$ cat src/rtl/regsched_pkg.sv
`timescale 1ns/1ps
package regsched_pkg;

   typedef enum logic [1:0] {
      CAT_NONE   = 2'd0,
      CAT_QUEUE  = 2'd1,
      CAT_DRAIN  = 2'd2,
      CAT_DIRECT = 2'd3
   } wcat_e;

   localparam int NUM_FMT   = 2;
   localparam int FMT_COLOR = 0;
   localparam int FMT_COORD = 1;

   typedef struct packed {
      wcat_e      cat;
      logic [0:0] fmt;
      logic       floatable;
   } regmap_t;

   localparam logic [6:0] IDX_RED  = 7'h08;
   localparam logic [6:0] IDX_GRN  = 7'h09;
   localparam logic [6:0] IDX_XPOS = 7'h0C;
   localparam logic [6:0] IDX_CMD  = 7'h10;
   localparam logic [6:0] IDX_MODE = 7'h20;
   localparam logic [6:0] IDX_TEX  = 7'h21;
   localparam logic [6:0] IDX_CTRL = 7'h30;
   localparam logic [6:0] IDX_SWAP = 7'h31;

   function automatic int fmt_width(int f);
      return (f == FMT_COORD) ? 16 : 24;
   endfunction

   function automatic int fmt_frac(int f);
      return (f == FMT_COORD) ? 4 : 12;
   endfunction

   function automatic regmap_t reg_lookup(logic [6:0] idx);
      regmap_t m;
      m = '{cat: CAT_NONE, fmt: 1'b0, floatable: 1'b0};
      case (idx)
         IDX_RED, IDX_GRN, IDX_CMD: m = '{cat: CAT_QUEUE, fmt: 1'(FMT_COLOR), floatable: 1'b1};
         IDX_XPOS:                  m = '{cat: CAT_QUEUE, fmt: 1'(FMT_COORD), floatable: 1'b1};
         IDX_MODE, IDX_TEX:         m = '{cat: CAT_DRAIN, fmt: 1'b0, floatable: 1'b0};
         IDX_CTRL, IDX_SWAP:        m = '{cat: CAT_DIRECT, fmt: 1'b0, floatable: 1'b0};
         default:                   m = '{cat: CAT_NONE, fmt: 1'b0, floatable: 1'b0};
      endcase
      return m;
   endfunction

endpackage

$ cat src/rtl/regsched_decode.sv
`timescale 1ns/1ps
module regsched_decode
   import regsched_pkg::*;
#(
   parameter int ADDR_W = 8
) (
   input  logic [ADDR_W-1:0] addr_i,
   output wcat_e             cat_o,
   output logic [0:0]        fmt_o,
   output logic              alias_o,
   output logic [ADDR_W-1:0] base_o
);

   if (ADDR_W < 8) begin : g_bad_addr
      $error("regsched_decode: ADDR_W must be at least 8");
   end

   logic    hi_ok;
   regmap_t map;

   if (ADDR_W > 8) begin : g_wide
      assign hi_ok = ~|addr_i[ADDR_W-1:8];
   end else begin : g_narrow
      assign hi_ok = 1'b1;
   end

   always_comb begin
      map     = reg_lookup(addr_i[6:0]);
      alias_o = addr_i[7];
      fmt_o   = map.fmt;
      base_o  = {{(ADDR_W-7){1'b0}}, addr_i[6:0]};
      if (!hi_ok || (alias_o && !map.floatable)) cat_o = CAT_NONE;
      else                                        cat_o = map.cat;
   end

endmodule

$ cat src/rtl/regsched_f2x.sv
`timescale 1ns/1ps
module regsched_f2x #(
   parameter int DATA_W = 32,
   parameter int FIX_W  = 24,
   parameter int FIX_F  = 12
) (
   input  logic [31:0]       flt_i,
   output logic [DATA_W-1:0] fix_o
);

   if (FIX_W < 2 || FIX_W > DATA_W || FIX_F >= FIX_W) begin : g_bad_fmt
      $error("regsched_f2x: format does not fit the data word");
   end

   localparam logic signed [10:0] FRAC_S  = 11'(FIX_F);
   localparam logic signed [10:0] WIDTH_S = 11'(FIX_W);
   localparam logic [63:0] LIM_NEG = 64'd1 << (FIX_W - 1);
   localparam logic [63:0] LIM_POS = LIM_NEG - 64'd1;

   logic              sgn;
   logic [7:0]        ex;
   logic [23:0]       man;
   logic signed [10:0] sh;
   logic [10:0]       nsh;
   logic [63:0]       mag;
   logic              sat;

   always_comb begin
      sgn = flt_i[31];
      ex  = flt_i[30:23];
      man = {1'b1, flt_i[22:0]};
      sh  = $signed({3'b000, ex}) - 11'sd150 + FRAC_S;
      nsh = 11'(-sh);
      mag = '0;
      sat = 1'b0;
      if (ex == 8'h00) begin
         mag = '0;
      end else if (ex == 8'hFF) begin
         sat = 1'b1;
      end else if (!sh[10]) begin
         if (sh > WIDTH_S) sat = 1'b1;
         else              mag = {40'b0, man} << sh[5:0];
      end else if (nsh < 11'd24) begin
         mag = {40'b0, man} >> nsh[4:0];
      end
      if (!sat) sat = sgn ? (mag > LIM_NEG) : (mag > LIM_POS);
      if (sat)      fix_o = sgn ? DATA_W'(~LIM_NEG + 64'd1) : DATA_W'(LIM_POS);
      else if (sgn) fix_o = DATA_W'(~mag + 64'd1);
      else          fix_o = DATA_W'(mag);
   end

endmodule

$ cat src/rtl/regsched_fifo.sv
`timescale 1ns/1ps
module regsched_fifo #(
   parameter int WIDTH = 41,
   parameter int DEPTH = 8
) (
   input  logic             clk,
   input  logic             rst_n,
   input  logic             push_i,
   input  logic [WIDTH-1:0] din_i,
   input  logic             pop_i,
   output logic [WIDTH-1:0] head_o,
   output logic             empty_o,
   output logic             full_o
);

   if (DEPTH < 2 || (DEPTH & (DEPTH - 1)) != 0) begin : g_bad_depth
      $error("regsched_fifo: DEPTH must be a power of two of at least 2");
   end

   localparam int PW = $clog2(DEPTH);

   logic [WIDTH-1:0] mem [DEPTH];
   logic [PW-1:0]    wr_ptr, rd_ptr;
   logic [PW:0]      cnt;

   for (genvar g = 0; g < DEPTH; g++) begin : g_slot
      always_ff @(posedge clk) begin
         if (push_i && wr_ptr == PW'(g)) mem[g] <= din_i;
      end
   end

   always_ff @(posedge clk) begin
      if (!rst_n) begin
         wr_ptr <= '0;
         rd_ptr <= '0;
         cnt    <= '0;
      end else begin
         if (push_i) wr_ptr <= wr_ptr + 1'b1;
         if (pop_i)  rd_ptr <= rd_ptr + 1'b1;
         cnt <= cnt + (PW+1)'(push_i) - (PW+1)'(pop_i);
      end
   end

   assign head_o  = mem[rd_ptr];
   assign empty_o = (cnt == '0);
   assign full_o  = (cnt == (PW+1)'(DEPTH));

   a_r3_no_overflow: assert property (@(posedge clk) disable iff (!rst_n)
      push_i |-> !full_o);

   a_r1_no_underflow: assert property (@(posedge clk) disable iff (!rst_n)
      pop_i |-> !empty_o);

   a_r1_count_bound: assert property (@(posedge clk) disable iff (!rst_n)
      cnt <= (PW+1)'(DEPTH));

endmodule

$ cat src/rtl/regsched_top.sv
`timescale 1ns/1ps
module regsched_top
   import regsched_pkg::*;
#(
   parameter int ADDR_W     = 8,
   parameter int DATA_W     = 32,
   parameter int FIFO_DEPTH = 8
) (
   input  logic              clk,
   input  logic              rst_n,
   input  logic              wr_valid,
   input  logic [ADDR_W-1:0] wr_addr,
   input  logic [DATA_W-1:0] wr_data,
   output logic              wr_ready,
   input  logic              pipe_accept,
   input  logic              pipe_idle,
   output logic              apply_valid,
   output logic [ADDR_W-1:0] apply_addr,
   output logic [DATA_W-1:0] apply_data,
   output logic              apply_start,
   output logic              dir_valid,
   output logic [ADDR_W-1:0] dir_addr,
   output logic [DATA_W-1:0] dir_data
);

   if (DATA_W != 32) begin : g_bad_data
      $error("regsched_top: DATA_W must be 32 to carry single-precision floats");
   end

   localparam int ENTRY_W = 1 + ADDR_W + DATA_W;

   wcat_e             dec_cat;
   logic [0:0]        dec_fmt;
   logic              dec_alias;
   logic [ADDR_W-1:0] dec_base;

   regsched_decode #(.ADDR_W(ADDR_W)) u_dec (
      .addr_i  (wr_addr),
      .cat_o   (dec_cat),
      .fmt_o   (dec_fmt),
      .alias_o (dec_alias),
      .base_o  (dec_base)
   );

   logic [DATA_W-1:0] conv_by_fmt [NUM_FMT];

   for (genvar g = 0; g < NUM_FMT; g++) begin : g_conv
      regsched_f2x #(
         .DATA_W (DATA_W),
         .FIX_W  (fmt_width(g)),
         .FIX_F  (fmt_frac(g))
      ) u_f2x (
         .flt_i (wr_data),
         .fix_o (conv_by_fmt[g])
      );
   end

   logic              queued_cat;
   logic              push, pop;
   logic              fifo_empty, fifo_full;
   logic [DATA_W-1:0] wdata_fix;
   logic [ENTRY_W-1:0] head;
   logic              head_drain;

   assign queued_cat = (dec_cat == CAT_QUEUE) || (dec_cat == CAT_DRAIN);
   assign wdata_fix  = dec_alias ? conv_by_fmt[dec_fmt] : wr_data;
   assign wr_ready   = !queued_cat || !fifo_full;
   assign push       = wr_valid && queued_cat && !fifo_full;

   regsched_fifo #(.WIDTH(ENTRY_W), .DEPTH(FIFO_DEPTH)) u_fifo (
      .clk     (clk),
      .rst_n   (rst_n),
      .push_i  (push),
      .din_i   ({dec_cat == CAT_DRAIN, dec_base, wdata_fix}),
      .pop_i   (pop),
      .head_o  (head),
      .empty_o (fifo_empty),
      .full_o  (fifo_full)
   );

   assign head_drain  = head[ENTRY_W-1];
   assign apply_addr  = head[DATA_W +: ADDR_W];
   assign apply_data  = head[DATA_W-1:0];
   assign apply_valid = !fifo_empty && (!head_drain || pipe_idle);
   assign pop         = apply_valid && pipe_accept;
   assign apply_start = apply_valid && (apply_addr == ADDR_W'(IDX_CMD));

   always_ff @(posedge clk) begin
      if (!rst_n) begin
         dir_valid <= 1'b0;
         dir_addr  <= '0;
         dir_data  <= '0;
      end else begin
         dir_valid <= wr_valid && (dec_cat == CAT_DIRECT);
         if (wr_valid && dec_cat == CAT_DIRECT) begin
            dir_addr <= dec_base;
            dir_data <= wr_data;
         end
      end
   end

   a_r10_hold: assert property (@(posedge clk) disable iff (!rst_n)
      (apply_valid && !pipe_accept) |=> ($stable(apply_addr) && $stable(apply_data)));

   a_r4_direct_next: assert property (@(posedge clk) disable iff (!rst_n)
      (wr_valid && dec_cat == CAT_DIRECT) |=> (dir_valid && dir_data == $past(wr_data)));

   a_r3_backpressure_only_queued: assert property (@(posedge clk) disable iff (!rst_n)
      !wr_ready |-> (dec_cat == CAT_QUEUE || dec_cat == CAT_DRAIN));

   a_r9_unmapped_accepted: assert property (@(posedge clk) disable iff (!rst_n)
      (wr_valid && dec_cat == CAT_NONE) |-> (wr_ready && !push));

   a_r2_drain_waits: assert property (@(posedge clk) disable iff (!rst_n)
      (apply_valid && !pipe_idle) |-> !head_drain);

endmodule

$ cat config.mk
export PLATFORM = sky130hd
export DESIGN_NAME = regsched_top
export DESIGN_NICKNAME = d
export VERILOG_FILES = /design/src/rtl/regsched_pkg.sv /design/src/rtl/regsched_decode.sv /design/src/rtl/regsched_f2x.sv /design/src/rtl/regsched_fifo.sv /design/src/rtl/regsched_top.sv
export SDC_FILE = /design/constraint.sdc
export NUM_CORES = 1
export LEC_CHECK = 0
export BUFFER_PORTS_ARGS = -buffer_cell sky130_fd_sc_hd__buf_2
export CORE_MARGIN = 3
export CORE_UTILIZATION = 45
export CTS_BUF_LIST = sky130_fd_sc_hd__clkbuf_2 sky130_fd_sc_hd__clkbuf_4 sky130_fd_sc_hd__clkbuf_8
export DETAILED_ROUTE_END_ITERATION = 8
export SLEW_MARGIN = 20
export SYNTH_ARGS = -nofsm -noshare
export SYNTH_HDL_FRONTEND = slang
export SYNTH_HIERARCHICAL = 1
export SYNTH_SLANG_ARGS = --single-unit
$ cat constraint.sdc
create_clock -name clk -period 10.3 [get_ports clk]
set_input_delay 1.03 -clock clk [delete_from_list [all_inputs] [get_ports clk]]
set_output_delay 1.03 -clock clk [all_outputs]
set_load 0.01 [all_outputs]
Word level (Yosys, flattened, before mapping)
Memories as Yosys holds them, arrays and structs flattened. A register that Yosys moved wholly into a read port is not among the register bits.
Cells that the tools add are included.
{"block": "word_totals", "regBits": 50, "in_bits": 45, "mem_count": 1, "out_inout_bits": 84, "wordCells": 164, "ramBits": 320}
{"name": "u_fifo.mem", "depth": 8, "word_bits": 40, "read_ports": 1, "rd_ports_with_merged_regs": 1, "write_ports": 1, "line": "regsched_fifo.sv:22", "source": "logic [WIDTH-1:0] mem [DEPTH];"}
{"block": "classes", "bitwise": 3, "n_reduce_logical": 36, "addsub": 11, "n_shift": 4, "order_cmp": 9, "muxes": 73, "n_eq_ne": 21}
{"op": "$mux 64", "n": 10}
{"op": "$mux 32", "n": 10}
{"op": "$mux 40", "n": 7}
{"op": "$reduce_or 40->1", "n": 7}
{"op": "$shl 24x6->64", "n": 2}
{"op": "$shr 24x5->64", "n": 2}
{"op": "$add 32x1->32 const B", "n": 2}
{"op": "$gt 64x15->1 const B", "n": 1}
{"op": "$gt 64x16->1 const B", "n": 1}
{"op": "$gt 64x23->1 const B", "n": 1}
{"op": "$gt 64x24->1 const B", "n": 1}
{"op": "$not 32->32", "n": 2}
{"op": "$mux 1", "n": 35}
{"op": "$eq 7x6->1 const B", "n": 4}
{"op": "$mux 3", "n": 9}
{"op": "$gt 11x6->1 const B", "n": 2}
{"op": "$lt 11x5->1 const B", "n": 2}
{"op": "$neg 11->11", "n": 2}
{"op": "$eq 7x4->1 const B", "n": 3}
{"op": "$pmux 4 s4", "n": 1}
{"op": "$logic_and 1x1->1", "n": 15}
{"op": "$eq 3x3->1 const B", "n": 4}
{"op": "$add 11x4->11 const B", "n": 1}
{"op": "$add 11x5->11 const B", "n": 1}
{"op": "22 further kinds", "n": 32}

Longest topological paths before layout
{"block": "depth", "ltp_word": 23, "depth_mapped": 28, "depth_no_buf": 21}

By module
Netlist, hierarchy kept.
{"mod": "regsched_fifo", "seq_area_each_um2": 10109.7, "instances": 1, "area_each_um2": 13294.0, "cells_each": 547}
{"mod": "regsched_f2x at g_conv[0].u_f2x", "seq_area_each_um2": 0.0, "instances": 1, "area_each_um2": 5698.0, "cells_each": 794}
{"mod": "regsched_f2x at g_conv[1].u_f2x", "seq_area_each_um2": 0.0, "instances": 1, "area_each_um2": 5196.2, "cells_each": 644}
{"mod": "regsched_top", "seq_area_each_um2": 820.8, "instances": 1, "area_each_um2": 2512.4, "cells_each": 302}
{"mod": "regsched_decode", "seq_area_each_um2": 0.0, "instances": 1, "area_each_um2": 160.2, "cells_each": 20}

Worst setup path before layout
OpenSTA, ideal clock, no wires.
{"block": "synth_path", "path_kind": "input -> register", "startpoint": "input wr_data[23]", "endpoint": "memory u_fifo/mem[0][22] (netlist bit) (data pin)", "arrival_time_ns": 6.574, "required_ns": 10.076, "stages": 27, "path_buffers": 9, "slack_ns": 3.502, "setup_ns": 0.224, "cell_sequence": "buf_2 > buf_2 > inv_1 > buf_2 > buf_2 > buf_1 > ha_1 > buf_2 > buf_2 > buf_2 > buf_1 > mux2i_1 > nand2_1 > a311o_1 > and3_1 > a31oi_1 > o22ai_1 > inv_1 > ha_1 > o211a_1 > o211ai_1 > nor4_4 > nand3_2 > or4b_1 > o211ai_1 > mux2i_1 > a21oi_1"}
{"element": "start, declared", "line": "regsched_top.sv:13", "source": "input logic [DATA_W-1:0] wr_data,"}
{"element": "end, declared", "line": "regsched_fifo.sv:22"}

==> results.toml <==
[floorplanning]
die_area_mm2 = 0.06266
coreArea_mm2 = 0.05836
num_rows = 88
start_util_pct = 46.03
die_w_um = 250.3
die_h_um = 250.3
ios = 129

[critical_path]
r2r_end = "u_fifo/cnt[2]"
worstPathCellList = "buf_4 > buf_4 > ha_1 > xnor2_1 > ha_1 > buf_12 > inv_1 > nand2_1 > o221ai_1 > and4bb_2 > nand4_1 > a2111oi_2 > nor2_1 > nor4b_4 > a21oi_4 > nor4_1 > mux2i_1 > a21oi_1"
cp_slowest_cell = "nor4b_4"
arrival_ns = 7.62
crit_fanout = 47
ff2ff_path_depth = 11
path_class = "input port to register"
critPathRequiredTime_ns = 10.63
cp-start-kind = "input port"
r2r_setup_slack_ns = 6.42
critPathCaptureType = "register"
cp_slowest_stage_delay_ns = 0.70

[outcome]
status = "finished, final reports clean"

[cts]
post-cts-setup-buffer-count = 0
post_cts_resized = 0
clockRootBuffer = "clkbuf_8"
clk_latency_ns = 0.63
h-tree-depth = 2
cts.sinks = 382
clockBufferDepth = 3
cts_tree = "yes"
cts_made_buffers = 58
clk_pin_slew_ns = 0.06
hold_buffers = 0

[placed_design]
place_hpwl_um = 55590
io_buffers = 128
globalplace.congestion = 1.001
dp_slack_ns = 2.440

[sta]
setup_violations = 0
hold_viol = 0
rsz0062_at_grt = "no"
slew_violations = 0
fin_setup_tns_ns = 0
fin_worst_skew_ns = 0.03894
worstMarginPinSlew_ns = 1.074
setup_slack_ns = 3.007
max_freq_mhz = 137.1
whs_ns = 0.5407
max_slew_margin_pct = 27.26
timing.final.crit_share_pct = 70.81
fin_crit_ns = 7.293

[drt]
via_per_inst = 6.544
dr.pass1.iters = 5
ant_nets = 0
wl_per_cell_um = 26.67
first_iter_violations = 1866
drt-total-wl_um = 83790
vias = 20555
drc_errors = 0

[worst_hold_path]
min_from = "u_fifo/rd_ptr[1]"
hold_class = "register to register"
holdPathStages = 2

[power_and_ir_drop]
peakVddDrop_mv = 0.09964
p_per_area_mw_per_mm2 = 165.7
leakagePower_nw = 10.34

[synth]
synth_edf_count = 328
synth_area_mm2 = 0.02686
yosys_warnings = 6
ys.flop_type = "edfxtp_1"
ys_seq_area_share_pct = 40.69
synth_area_leaders = "edfxtp_1, mux4_1, mux4_2, mux2i_1, dfxtp_1"
ys_async_sr_fraction_pct = 0
synthCells = 2307
yosysTopAreaCellShare_pct = 36.67
ys_seq_elements = 382
synth_top_area_cell = "edfxtp_1"
syn_nets = 2388
synth.avg_cell_area_um2 = 11.64
synth_cell_type_count = 129

[grt]
antenna_found_initial = 2
grt_overflow = 0
grt_pass1_wl_um = 126200
grt_util_all_layers_pct = 25.99
grt_max_degree = 83
grt_pass1_vias = 20043

[run]
drv_cap = 0

[layout]
drive_gt1_share_pct = 22.44
nNetsFinal = 2408
fill_cells = 5268
area_growth_pct = 7.565
[critical path: cells and delay by family]
family	cells	cell delay [ns]
adder cells (fa/ha/maj)	2	0.95
buffers and inverters	4	1.52
AO/OA/AOI/OAI	4	1.54
XOR/XNOR	1	0.18
multiplexers	1	0.14
AND/OR/NAND/NOR	6	2.20
[state kept, by name, summed over array words and instances (netlist names), named ones only]
register and cells:
u_fifo/mem 328, dir_data 32, dir_addr 8, u_fifo/cnt 4, u_fifo/rd_ptr 3, u_fifo/wr_ptr 3
dir_valid 1
[how the worst max path moves through the flow]
stage                        endpoint        start  cells past startpoint
floorplan           u_fifo/mem[0][22]  wr_data[23]                     27
global placement    u_fifo/mem[5][14]  wr_data[24]                     18
detailed placement  u_fifo/mem[7][14]  wr_data[24]                     18
CTS                 u_fifo/mem[5][14]  wr_data[24]                     18
global route         u_fifo/mem[6][2]  wr_data[24]                     23
finish              u_fifo/mem[5][14]  wr_data[24]                     18
[cell families (layout without fill, tap and decap cells)]
group | count (synthesis) | in the layout | synth area share, %
AND/OR/NAND/NOR | 628 | 628 | 12.61
AO/OA/AOI/OAI | 564 | 564 | 15.49
multiplexers | 388 | 388 | 22.59
flip-flops | 382 | 382 | 40.69
buffers and inverters | 255 | 323 | 4.747
XOR/XNOR | 53 | 53 | 2.147
adder cells (fa/ha/maj) | 36 | 36 | 1.705
other | 1 | 2 | 0.01396
[layout make-up]
cell class | instances | area [um^2] | share of cell area [%]
inverters | 43 | 161.4 | 0.5586
clock inverters | 24 | 132.6 | 0.4590
flip-flops and latches | 382 | 10940 | 37.86
multi-input cells | 1670 | 14710 | 50.91
repair buffers | 172 | 992.2 | 3.434
well taps | 765 | 957.2 | 3.313
clock buffers | 84 | 999.7 | 3.460
diodes | 1 | 2.502 | 0.008661
[synthesized netlist by cell type, types with 54 or more instances]
master      n
edfxtp_1  328
a21oi_1   114
o21ai_0    80
mux4_1     70
mux2i_1   154
and3_1     66
clkbuf_1  104
mux4_2     74
nor2_1    139
nand2_1   142
mux2_2     84
dfxtp_1    54
[routing by layer]
| layer | vias to the layer above | track usage, % | wire length (um) | part of all wire (%) |
|---|---|---|---|---|
| met2 | 870 | 41.34 | 38690 | 46 |
| li1 | 9177 | - | - | - |
| met1 | 10322 | 36.77 | 36740 | 44 |
| met3 | 184 | 3.250 | 5351 | 6.4 |
| met4 | 2 | 9.214 | 2988 | 3.6 |
| met5 | - | 0 | 14 | 0.017 |
[report_power, final]
group          switching [W]  internal (W)  leakage, nW  total, W
registers          0.0000228       0.00174         3.39   0.00177
clock network       0.000561      0.000628        0.603   0.00119
logic                0.00113      0.000708         6.34   0.00183
[layout by cell type, fill, tap and decap left out, types with 15 or more instances in the layout]
master | synthesis | routed
edfxtp_1 | 328 | 328
mux2i_1 | 154 | 154
nand2_1 | 142 | 142
nor2_1 | 139 | 138
buf_2 | 50 | 126
a21oi_1 | 114 | 114
mux2_2 | 84 | 84
o21ai_0 | 80 | 80
mux4_2 | 74 | 74
mux4_1 | 70 | 70
and3_1 | 66 | 63
clkbuf_8 | 0 | 59
dfxtp_1 | 54 | 51
nand3_1 | 51 | 51
o21a_1 | 47 | 47
nor3_1 | 46 | 46
buf_4 | 16 | 44
a21boi_0 | 42 | 42
inv_1 | 41 | 41
ha_1 | 35 | 34
xnor2_1 | 30 | 29
and2_1 | 31 | 26
clkbuf_4 | 0 | 25
nor2b_1 | 23 | 23
a31oi_1 | 23 | 23
a211oi_1 | 22 | 22
nand4_1 | 19 | 19
o22ai_1 | 18 | 18
nand2b_1 | 16 | 16
o211ai_1 | 16 | 16
or3_1 | 15 | 15
[stage by stage]
step	power (W)	utilization, %	std cells	area (um^2)
2_1_floorplan	0.003105	-	2307	26860
3_3_place_gp	0.003589	47.55	3032	27750
3_5_place_dp	0.003599	47.55	3032	27750
4_1_cts	0.004806	49.49	3140	28880
5_1_grt	0.005036	49.51	3140	28890
6_report	0.004789	49.51	3141	28890
(Power assumes the default switching activity.)
